<file path="src/rtl/twi_pkg.sv">
package twi_pkg;
  typedef enum logic [3:0] {
    ST_IDLE,
    ST_DEV,
    ST_DEV_ACK,
    ST_REG,
    ST_REG_ACK,
    ST_WR,
    ST_WR_ACK,
    ST_RD,
    ST_RD_ACK
  } twi_state_e;
endpackage

</file>
<file path="src/rtl/twi_line_sync.sv">
module twi_line_sync #(
  parameter int STAGES = 2
) (
  input  logic clk_i,
  input  logic rst_ni,
  input  logic scl_i,
  input  logic sda_i,
  output logic scl_o,
  output logic sda_o,
  output logic scl_rise_o,
  output logic scl_fall_o,
  output logic start_o,
  output logic stop_o
);
  logic [STAGES-1:0] scl_ff, sda_ff;
  logic scl_d, sda_d;

  always_ff @(posedge clk_i or negedge rst_ni) begin
    if (!rst_ni) begin
      scl_ff <= '1;
      sda_ff <= '1;
      scl_d  <= 1'b1;
      sda_d  <= 1'b1;
    end else begin
      scl_ff <= {scl_ff[STAGES-2:0], scl_i};
      sda_ff <= {sda_ff[STAGES-2:0], sda_i};
      scl_d  <= scl_ff[STAGES-1];
      sda_d  <= sda_ff[STAGES-1];
    end
  end

  assign scl_o      = scl_ff[STAGES-1];
  assign sda_o      = sda_ff[STAGES-1];
  assign scl_rise_o = scl_o & ~scl_d;
  assign scl_fall_o = ~scl_o & scl_d;
  // SDA edges with SCL held high on both samples
  assign start_o    = scl_o & scl_d & sda_d & ~sda_o;
  assign stop_o     = scl_o & scl_d & ~sda_d & sda_o;
endmodule

</file>
<file path="src/rtl/twi_reg_file.sv">
module twi_reg_file #(
  parameter int             NUM_REGS  = 26,
  parameter logic [7:0]     REV       = 8'h01,
  parameter logic [11:0]    DIV_RESET = 12'd1693
) (
  input  logic                  clk_i,
  input  logic                  rst_ni,
  input  logic                  we_i,
  input  logic [7:0]            waddr_i,
  input  logic [7:0]            wdata_i,
  input  logic [7:0]            raddr_i,
  output logic [7:0]            rdata_o,
  output logic [NUM_REGS*8-1:0] regs_o,
  output logic [11:0]           div_o
);
  localparam int IW = $clog2(NUM_REGS);
  localparam logic [7:0] LAST = 8'(NUM_REGS - 1);

  logic [IW-1:0] ridx;
  logic          div_we;

  assign div_we = we_i && (waddr_i == 8'd2);

  for (genvar i = 0; i < NUM_REGS; i++) begin : g_reg
    if (i == 0) begin : g_rev
      assign regs_o[7:0] = REV;
    end else begin : g_rw
      localparam logic [7:0] RST = (i == 1) ? DIV_RESET[11:4] :
                                   (i == 2) ? {DIV_RESET[3:0], 4'h0} : 8'h00;
      logic [7:0] r_q;
      always_ff @(posedge clk_i or negedge rst_ni) begin
        if (!rst_ni) r_q <= RST;
        else if (we_i && waddr_i == 8'(i))
          r_q <= (i == 2) ? {wdata_i[7:4], 4'h0} : wdata_i;
      end
      assign regs_o[i*8 +: 8] = r_q;
    end
  end

  always_ff @(posedge clk_i or negedge rst_ni) begin
    if (!rst_ni)     div_o <= DIV_RESET;
    else if (div_we) div_o <= {regs_o[15:8], wdata_i[7:4]};
  end

  assign ridx    = raddr_i[IW-1:0];
  assign rdata_o = (raddr_i <= LAST) ? regs_o[32'(ridx)*8 +: 8] : 8'h00;

  a_r8_div_holds: assert property (@(posedge clk_i) disable iff (!rst_ni)
    !div_we |=> $stable(div_o));
  a_r5_write_in_range: assert property (@(posedge clk_i) disable iff (!rst_ni)
    we_i |-> waddr_i <= LAST);
endmodule

</file>
<file path="src/rtl/twi_slave_fsm.sv">
module twi_slave_fsm
  import twi_pkg::*;
#(
  parameter int         NUM_REGS = 26,
  parameter logic [5:0] DEV_HI   = 6'b100110
) (
  input  logic       clk_i,
  input  logic       rst_ni,
  input  logic       scl_s_i,
  input  logic       sda_s_i,
  input  logic       scl_rise_i,
  input  logic       scl_fall_i,
  input  logic       start_i,
  input  logic       stop_i,
  input  logic       strap_i,
  input  logic [7:0] rdata_i,
  output logic [7:0] raddr_o,
  output logic       we_o,
  output logic [7:0] waddr_o,
  output logic [7:0] wdata_o,
  output logic       pull_o
);
  localparam logic [7:0] LAST = 8'(NUM_REGS - 1);

  twi_state_e state_q;
  logic [3:0] bit_q;
  logic [7:0] sh_q, ptr_q, ptr_nx;
  logic       rw_q, drv_q, mack_q;
  logic       byte_done, rx_state;

  assign ptr_nx    = (ptr_q == LAST) ? ptr_q : ptr_q + 8'd1;
  assign byte_done = scl_fall_i && (bit_q == 4'd8);
  assign rx_state  = (state_q == ST_DEV) || (state_q == ST_REG) || (state_q == ST_WR);
  assign we_o      = (state_q == ST_WR) && byte_done;
  assign waddr_o   = ptr_q;
  assign wdata_o   = sh_q;
  assign raddr_o   = ptr_q;
  assign pull_o    = drv_q;

  always_ff @(posedge clk_i or negedge rst_ni) begin
    if (!rst_ni) begin
      state_q <= ST_IDLE;
      bit_q   <= '0;
      sh_q    <= '0;
      ptr_q   <= '0;
      rw_q    <= 1'b0;
      drv_q   <= 1'b0;
      mack_q  <= 1'b0;
    end else if (start_i) begin
      state_q <= ST_DEV;
      bit_q   <= '0;
      drv_q   <= 1'b0;
    end else if (stop_i) begin
      state_q <= ST_IDLE;
      drv_q   <= 1'b0;
    end else if (rx_state) begin
      if (scl_rise_i && bit_q != 4'd8) begin
        sh_q  <= {sh_q[6:0], sda_s_i};
        bit_q <= bit_q + 4'd1;
      end else if (byte_done) begin
        bit_q <= '0;
        unique case (state_q)
          ST_DEV: begin
            if (sh_q[7:1] == {DEV_HI, strap_i}) begin
              rw_q    <= sh_q[0];
              drv_q   <= 1'b1;
              state_q <= ST_DEV_ACK;
            end else state_q <= ST_IDLE;
          end
          ST_REG: begin
            if (sh_q <= LAST) begin
              ptr_q   <= sh_q;
              drv_q   <= 1'b1;
              state_q <= ST_REG_ACK;
            end else state_q <= ST_IDLE;
          end
          default: begin
            ptr_q   <= ptr_nx;
            drv_q   <= 1'b1;
            state_q <= ST_WR_ACK;
          end
        endcase
      end
    end else begin
      unique case (state_q)
        ST_DEV_ACK: if (scl_fall_i) begin
          bit_q <= '0;
          if (rw_q) begin
            sh_q    <= rdata_i;
            drv_q   <= ~rdata_i[7];
            state_q <= ST_RD;
          end else begin
            drv_q   <= 1'b0;
            state_q <= ST_REG;
          end
        end
        ST_REG_ACK, ST_WR_ACK: if (scl_fall_i) begin
          drv_q   <= 1'b0;
          state_q <= ST_WR;
        end
        ST_RD: if (scl_fall_i) begin
          if (bit_q == 4'd7) begin
            drv_q   <= 1'b0;
            ptr_q   <= ptr_nx;
            bit_q   <= '0;
            state_q <= ST_RD_ACK;
          end else begin
            sh_q  <= {sh_q[6:0], 1'b0};
            drv_q <= ~sh_q[6];
            bit_q <= bit_q + 4'd1;
          end
        end
        ST_RD_ACK: begin
          if (scl_rise_i) mack_q <= ~sda_s_i;
          else if (scl_fall_i) begin
            if (mack_q) begin
              sh_q    <= rdata_i;
              drv_q   <= ~rdata_i[7];
              state_q <= ST_RD;
            end else state_q <= ST_IDLE;
          end
        end
        default: ;
      endcase
    end
  end

  a_r4_ptr_in_range: assert property (@(posedge clk_i) disable iff (!rst_ni)
    ptr_q <= LAST);
  a_r2_release_after_stop: assert property (@(posedge clk_i) disable iff (!rst_ni)
    stop_i |=> !pull_o);
  a_r2_pull_stable_scl_high: assert property (@(posedge clk_i) disable iff (!rst_ni)
    (scl_s_i && $past(scl_s_i)) |-> $stable(pull_o));
  a_r6_nack_releases: assert property (@(posedge clk_i) disable iff (!rst_ni)
    (state_q == ST_RD_ACK && scl_fall_i && !mack_q && !start_i && !stop_i)
      |=> (!pull_o && state_q == ST_IDLE));
endmodule

</file>
<file path="src/rtl/twi_reg_slave.sv">
module twi_reg_slave #(
  parameter int          NUM_REGS    = 26,
  parameter int          SYNC_STAGES = 2,
  parameter logic [5:0]  DEV_HI      = 6'b100110,
  parameter logic [7:0]  REV         = 8'h01,
  parameter logic [11:0] DIV_RESET   = 12'd1693
) (
  input  logic                  clk_i,
  input  logic                  rst_ni,
  input  logic                  scl_i,
  input  logic                  sda_i,
  input  logic                  addr_strap_i,
  output logic                  sda_pull_o,
  output logic [NUM_REGS*8-1:0] regs_o,
  output logic [11:0]           divider_o
);
  logic       scl_s, sda_s, scl_rise, scl_fall, start_c, stop_c;
  logic       we;
  logic [7:0] waddr, wdata, raddr, rdata;

  twi_line_sync #(.STAGES(SYNC_STAGES)) u_sync (
    .clk_i     (clk_i),
    .rst_ni    (rst_ni),
    .scl_i     (scl_i),
    .sda_i     (sda_i),
    .scl_o     (scl_s),
    .sda_o     (sda_s),
    .scl_rise_o(scl_rise),
    .scl_fall_o(scl_fall),
    .start_o   (start_c),
    .stop_o    (stop_c)
  );

  twi_slave_fsm #(.NUM_REGS(NUM_REGS), .DEV_HI(DEV_HI)) u_fsm (
    .clk_i     (clk_i),
    .rst_ni    (rst_ni),
    .scl_s_i   (scl_s),
    .sda_s_i   (sda_s),
    .scl_rise_i(scl_rise),
    .scl_fall_i(scl_fall),
    .start_i   (start_c),
    .stop_i    (stop_c),
    .strap_i   (addr_strap_i),
    .rdata_i   (rdata),
    .raddr_o   (raddr),
    .we_o      (we),
    .waddr_o   (waddr),
    .wdata_o   (wdata),
    .pull_o    (sda_pull_o)
  );

  twi_reg_file #(.NUM_REGS(NUM_REGS), .REV(REV), .DIV_RESET(DIV_RESET)) u_regs (
    .clk_i  (clk_i),
    .rst_ni (rst_ni),
    .we_i   (we),
    .waddr_i(waddr),
    .wdata_i(wdata),
    .raddr_i(raddr),
    .rdata_o(rdata),
    .regs_o (regs_o),
    .div_o  (divider_o)
  );
endmodule

</file>
<file path="config.mk">
export PLATFORM = sky130hd
export DESIGN_NAME = twi_reg_slave
export DESIGN_NICKNAME = d
export VERILOG_FILES = /design/src/rtl/twi_pkg.sv /design/src/rtl/twi_line_sync.sv /design/src/rtl/twi_reg_file.sv /design/src/rtl/twi_slave_fsm.sv /design/src/rtl/twi_reg_slave.sv
export SDC_FILE = /design/constraint.sdc
export NUM_CORES = 1
export LEC_CHECK = 0
export BUFFER_PORTS_ARGS = -buffer_cell sky130_fd_sc_hd__buf_2
export CORE_MARGIN = 8
export CORE_UTILIZATION = 55
export CTS_BUF_LIST = sky130_fd_sc_hd__clkbuf_8
export DETAILED_ROUTE_END_ITERATION = 10
export GPL_TIMING_DRIVEN = 0
export PLACE_DENSITY_LB_ADDON = 0.3
export SKIP_CTS_REPAIR_TIMING = 1
export SYNTH_ARGS = -nofsm -noshare
export SYNTH_HDL_FRONTEND = slang
export SYNTH_HIERARCHICAL = 1
export SYNTH_SLANG_ARGS = --single-unit
</file>
<file path="constraint.sdc">
create_clock -name clk_i -period 3.2 [get_ports clk_i]
set_input_delay 0.16 -clock clk_i [delete_from_list [all_inputs] [get_ports clk_i]]
set_output_delay 0.16 -clock clk_i [all_outputs]
set_load 0.05 [all_outputs]
</file>
==> summary.md <==
| Metric | Value |
|---|---|
| CP dominant cell by count | nand2_1 |
| Final Cell Area | 0.01419 mm^2 |
| Final Cycle Share | 0.9840 |
| Mapped Cells | slightly above 900 |
| #FFs+latches synth | 237 |
| DR vias | 8,954 |
| Clock sink count | 237 |
| Status | complete, no violations |
| Site Rows | 53 |
| CP peak stage delay | 0.54 ns |
| Yosys warns | 6 |
| Antenna diodes | 0 |
| Count leader, synth | dfrtp_1 |
| CTS tree | done |
| Multi-input gate area | 0.005512 mm^2 |
| Crit path capture type | flip-flop |
| Hold Crit Class | in2reg |
| Crit path required time | between 3 and 4 ns |
| DPL Wire Length | 26,550 um |
| WS Path Type | reg2reg |
| Clk Latency, worst-skew pair | between 0.5 and 0.6 ns |
| Post-DP Area | ~0.013 mm^2 |
| Async set-reset flop share out of synthesis | 1.000 |
| Height of the die | 162.9 um |
| Drt drc | 0 |
| I/O Buffers | 213 |
| GR Overflow Total | 0 |
| Avg WL per Cell | 24.67 um |
| Synth cell count leaders | dfrtp_1, mux2_2, nand2_1 |
| H-tree Lvls | 2 |
| Cell Chain, Critical Path | nor2b_2 > nand2_1 > nor4_2 > inv_1 > nor3_2 > nand2_1 > mux2_2 |
| Antenna violations before repair | 0 |
| Number of global-route vias before repair | ~9,100 |
| Final nets | 1,198 |
| DIE AREA | 0.02653 mm^2 |
| Setup ws final | between 0.05 and 0.06 ns |
| Mean post-synth cell area | 12.90 um^2 |
| Routed met3 length | 3292 um |
| Ranking of synthesized cells by area | dfrtp_1, mux2_2, mux4_2 |
| Post-synthesis sequential area ratio | 0.5016 |
| I/O pins | 226 |
| Peak supply drop | 0.2858 mV |
| Setup Skew | 0.01605 ns |
| RSZ-0062 raised after global routing | yes |
| Crit-path max FO | 8 |
| Main flop type after synthesis | dfrtp_1 |
| Fraction of layout cells with a size suffix above 1 | 0.5029 |
| Starting Density | 0.5627 |
| Initial detailed-routing violation count | between 700 and 800 |
| Fin crit period | 3.149 ns |
| Final Max Slew Viols | 0 |
| Core Area | approximately 0.021 mm^2 |
| Crit path launch type | flip-flop |
| Number of buffers and inverters on the critical path | 1 |
| Final hold slack | 0.1960 ns |
| Pre-CTS setup slack | -0.3189 ns |
| Clock-pin slew on the worst setup and hold paths | about 0.06 ns |
| Slew @ Worst Pin | roughly 0.95 ns |
| Number of max-cap violations | 0 |
| Crit path max-delay family | simple AND/OR/NAND/NOR gates |
| Mapped Area | ~0.012 mm^2 |
| DR pass1 iterations | 5 |
| Power Density | ~480 mW/mm^2 |
| Fillers | 1,625 |
| Final Setup Violations | 0 |
| Routed length on met1 | about 15,000 um |
| Wirelength, routed | 36,810 um |
| Cell accounting for the most synthesized area | dfrtp_1 |
| Layout area overhead | 19.60% |
| Leakage | 7.376 nW |
| Register area | slightly below 0.006 mm^2 |
| Die extent in x | between 150 and 200 um |
| GRT Total Usage | 0.2751 |
| Yosys cell types | 70 |
| Final hold viol count | 0 |
| Largest net degree at the start of global routing | 120 |
| Fmax | 317.6 MHz |
| Tot Pwr | 6.876 mW |
| TritonCTS Buffers | 40 |
| First-pass GRT wire length | 55,730 um |
| Routed Antenna Nets | 0 |
| Worst-case clock buffer depth | 3 |
| Via density per instance | 6.001 |
| Max transition margin | 0.3672 |
| Area share of the largest cell type after synthesis | 0.4639 |
| Max layer used | met4 |
| CTS root buf | clkbuf_8 |
| Crit path DAT | between 3 and 4 ns |
| Critical-path top delay cell | dfstp_2 |
| Length of routed met2 wiring | approximately 18,000 um |
| RePlAce Congestion | 0.9545 |
| Post-synth EDFFs | 0 |
[state kept, by name, summed over array words and instances (netlist names), named ones only]
name and cells:
u_fsm/bit_q 4, u_fsm/mack_q 1, u_fsm/pull_o 1, u_fsm/raddr_o 7
u_fsm/rw_q 1, u_fsm/state_q 4, u_fsm/wdata_o 8, u_regs/div_o 12
u_regs/g.g_rw.r_q 192, u_sync/scl_d 1, u_sync/scl_ff 2, u_sync/sda_d 1
u_sync/sda_ff 2
[placed cells by master, fill, tap and decap left out, types with 4 or more instances in the layout]
cell	count
nor2_1	17
a22oi_1	17
mux4_2	32
mux2_1	17
nor2b_1	16
nor3_1	7
nand2b_1	5
or3_1	5
clkbuf_8	45
nand3_1	11
a21oi_1	21
or2_2	4
nand2_1	66
nand2_2	7
a31oi_1	4
mux2i_1	29
a221oi_1	7
buf_2	225
inv_1	26
buf_4	27
o21a_1	4
clkbuf_4	4
nor3_2	5
nand4_1	6
ha_1	4
o21ai_0	18
dfrtp_1	220
a22o_1	5
mux2_2	215
clkbuf_1	32
clkinv_2	9
conb_1	12
dfstp_2	17
o31ai_1	4
[layout make-up]
cell class | instances | area share
sequential | 237 | 0.4194
multi-input combinational | 599 | 0.3883
clock buffer | 45 | 0.04364
clock inverter | 25 | 0.01014
tap | 275 | 0.02424
buffer | 80 | 0.03068
inverter | 14 | 0.003703
timing repair buffer | 217 | 0.07987
[per-stage QoR]
| step | TNS, ns | std cells | utilization |
|---|---|---|---|
| 2_1_floorplan | 0 | 930 | - |
| 3_3_place_gp | -527.98 | 1418 | 0.6314 |
| 3_5_place_dp | -31.27 | 1419 | 0.6331 |
| 4_1_cts | -40.05 | 1489 | 0.6693 |
| 5_1_grt | -1.135 | 1492 | 0.6730 |
| 6_report | 0 | 1492 | 0.6730 |
[tightest hold or removal path: stages]
cell	delay, ns
buf_2	0.11
xnor2_1	0.06
nand4_1	0.10
nor4_1	0.06
mux2_2	0.21
[cells by family (layout without fill, tap and decap cells)]
kind of cell,Yosys count,in the layout,synth area share
adders and majority gates,4,4,0.004218
xor gates and xnor gates,2,2,0.001476
and+or+nand+nor,186,186,0.08678
buffers and inverters,94,381,0.03986
AOI/OAI and AO/OA,102,102,0.06010
DFF,237,237,0.5016
muxes,293,293,0.3054
other,2,12,0.0006329
[report_power, final]
part	switching, mW	leakage (nW)	internal [mW]	total, mW
Sequential	0.178	3.24	3.07	3.24
Clock	1.24	0.442	1.38	2.62
Combinational	0.748	3.69	0.265	1.01
[worst paths after layout]
kind	from	to	slack, ns	depth (start not counted)
worst max-delay path	u_sync/scl_d	u_regs/g_reg[22].g_rw.r_q[1]	0.05	7
worst min-delay path	addr_strap_i	u_fsm/rw_q	0.20	5
worst max register to register	u_sync/scl_d	u_regs/g_reg[22].g_rw.r_q[1]	0.05	7
worst min register to register	u_sync/scl_ff[0]	u_sync/scl_ff[1]	0.36	0
max in group asynchronous	rst_ni	u_regs/g_reg[19].g_rw.r_q[1]	1.87	3
min in group asynchronous	rst_ni	u_regs/div_o[8]	0.27	2
[routing by layer]
layer	track usage	vias up
met5	0	-
met4	0.1022	0
met3	0.08241	77
met2	0.4406	392
met1	0.3479	4584
li1	-	3901
Power figures use the tool's default switching activity.
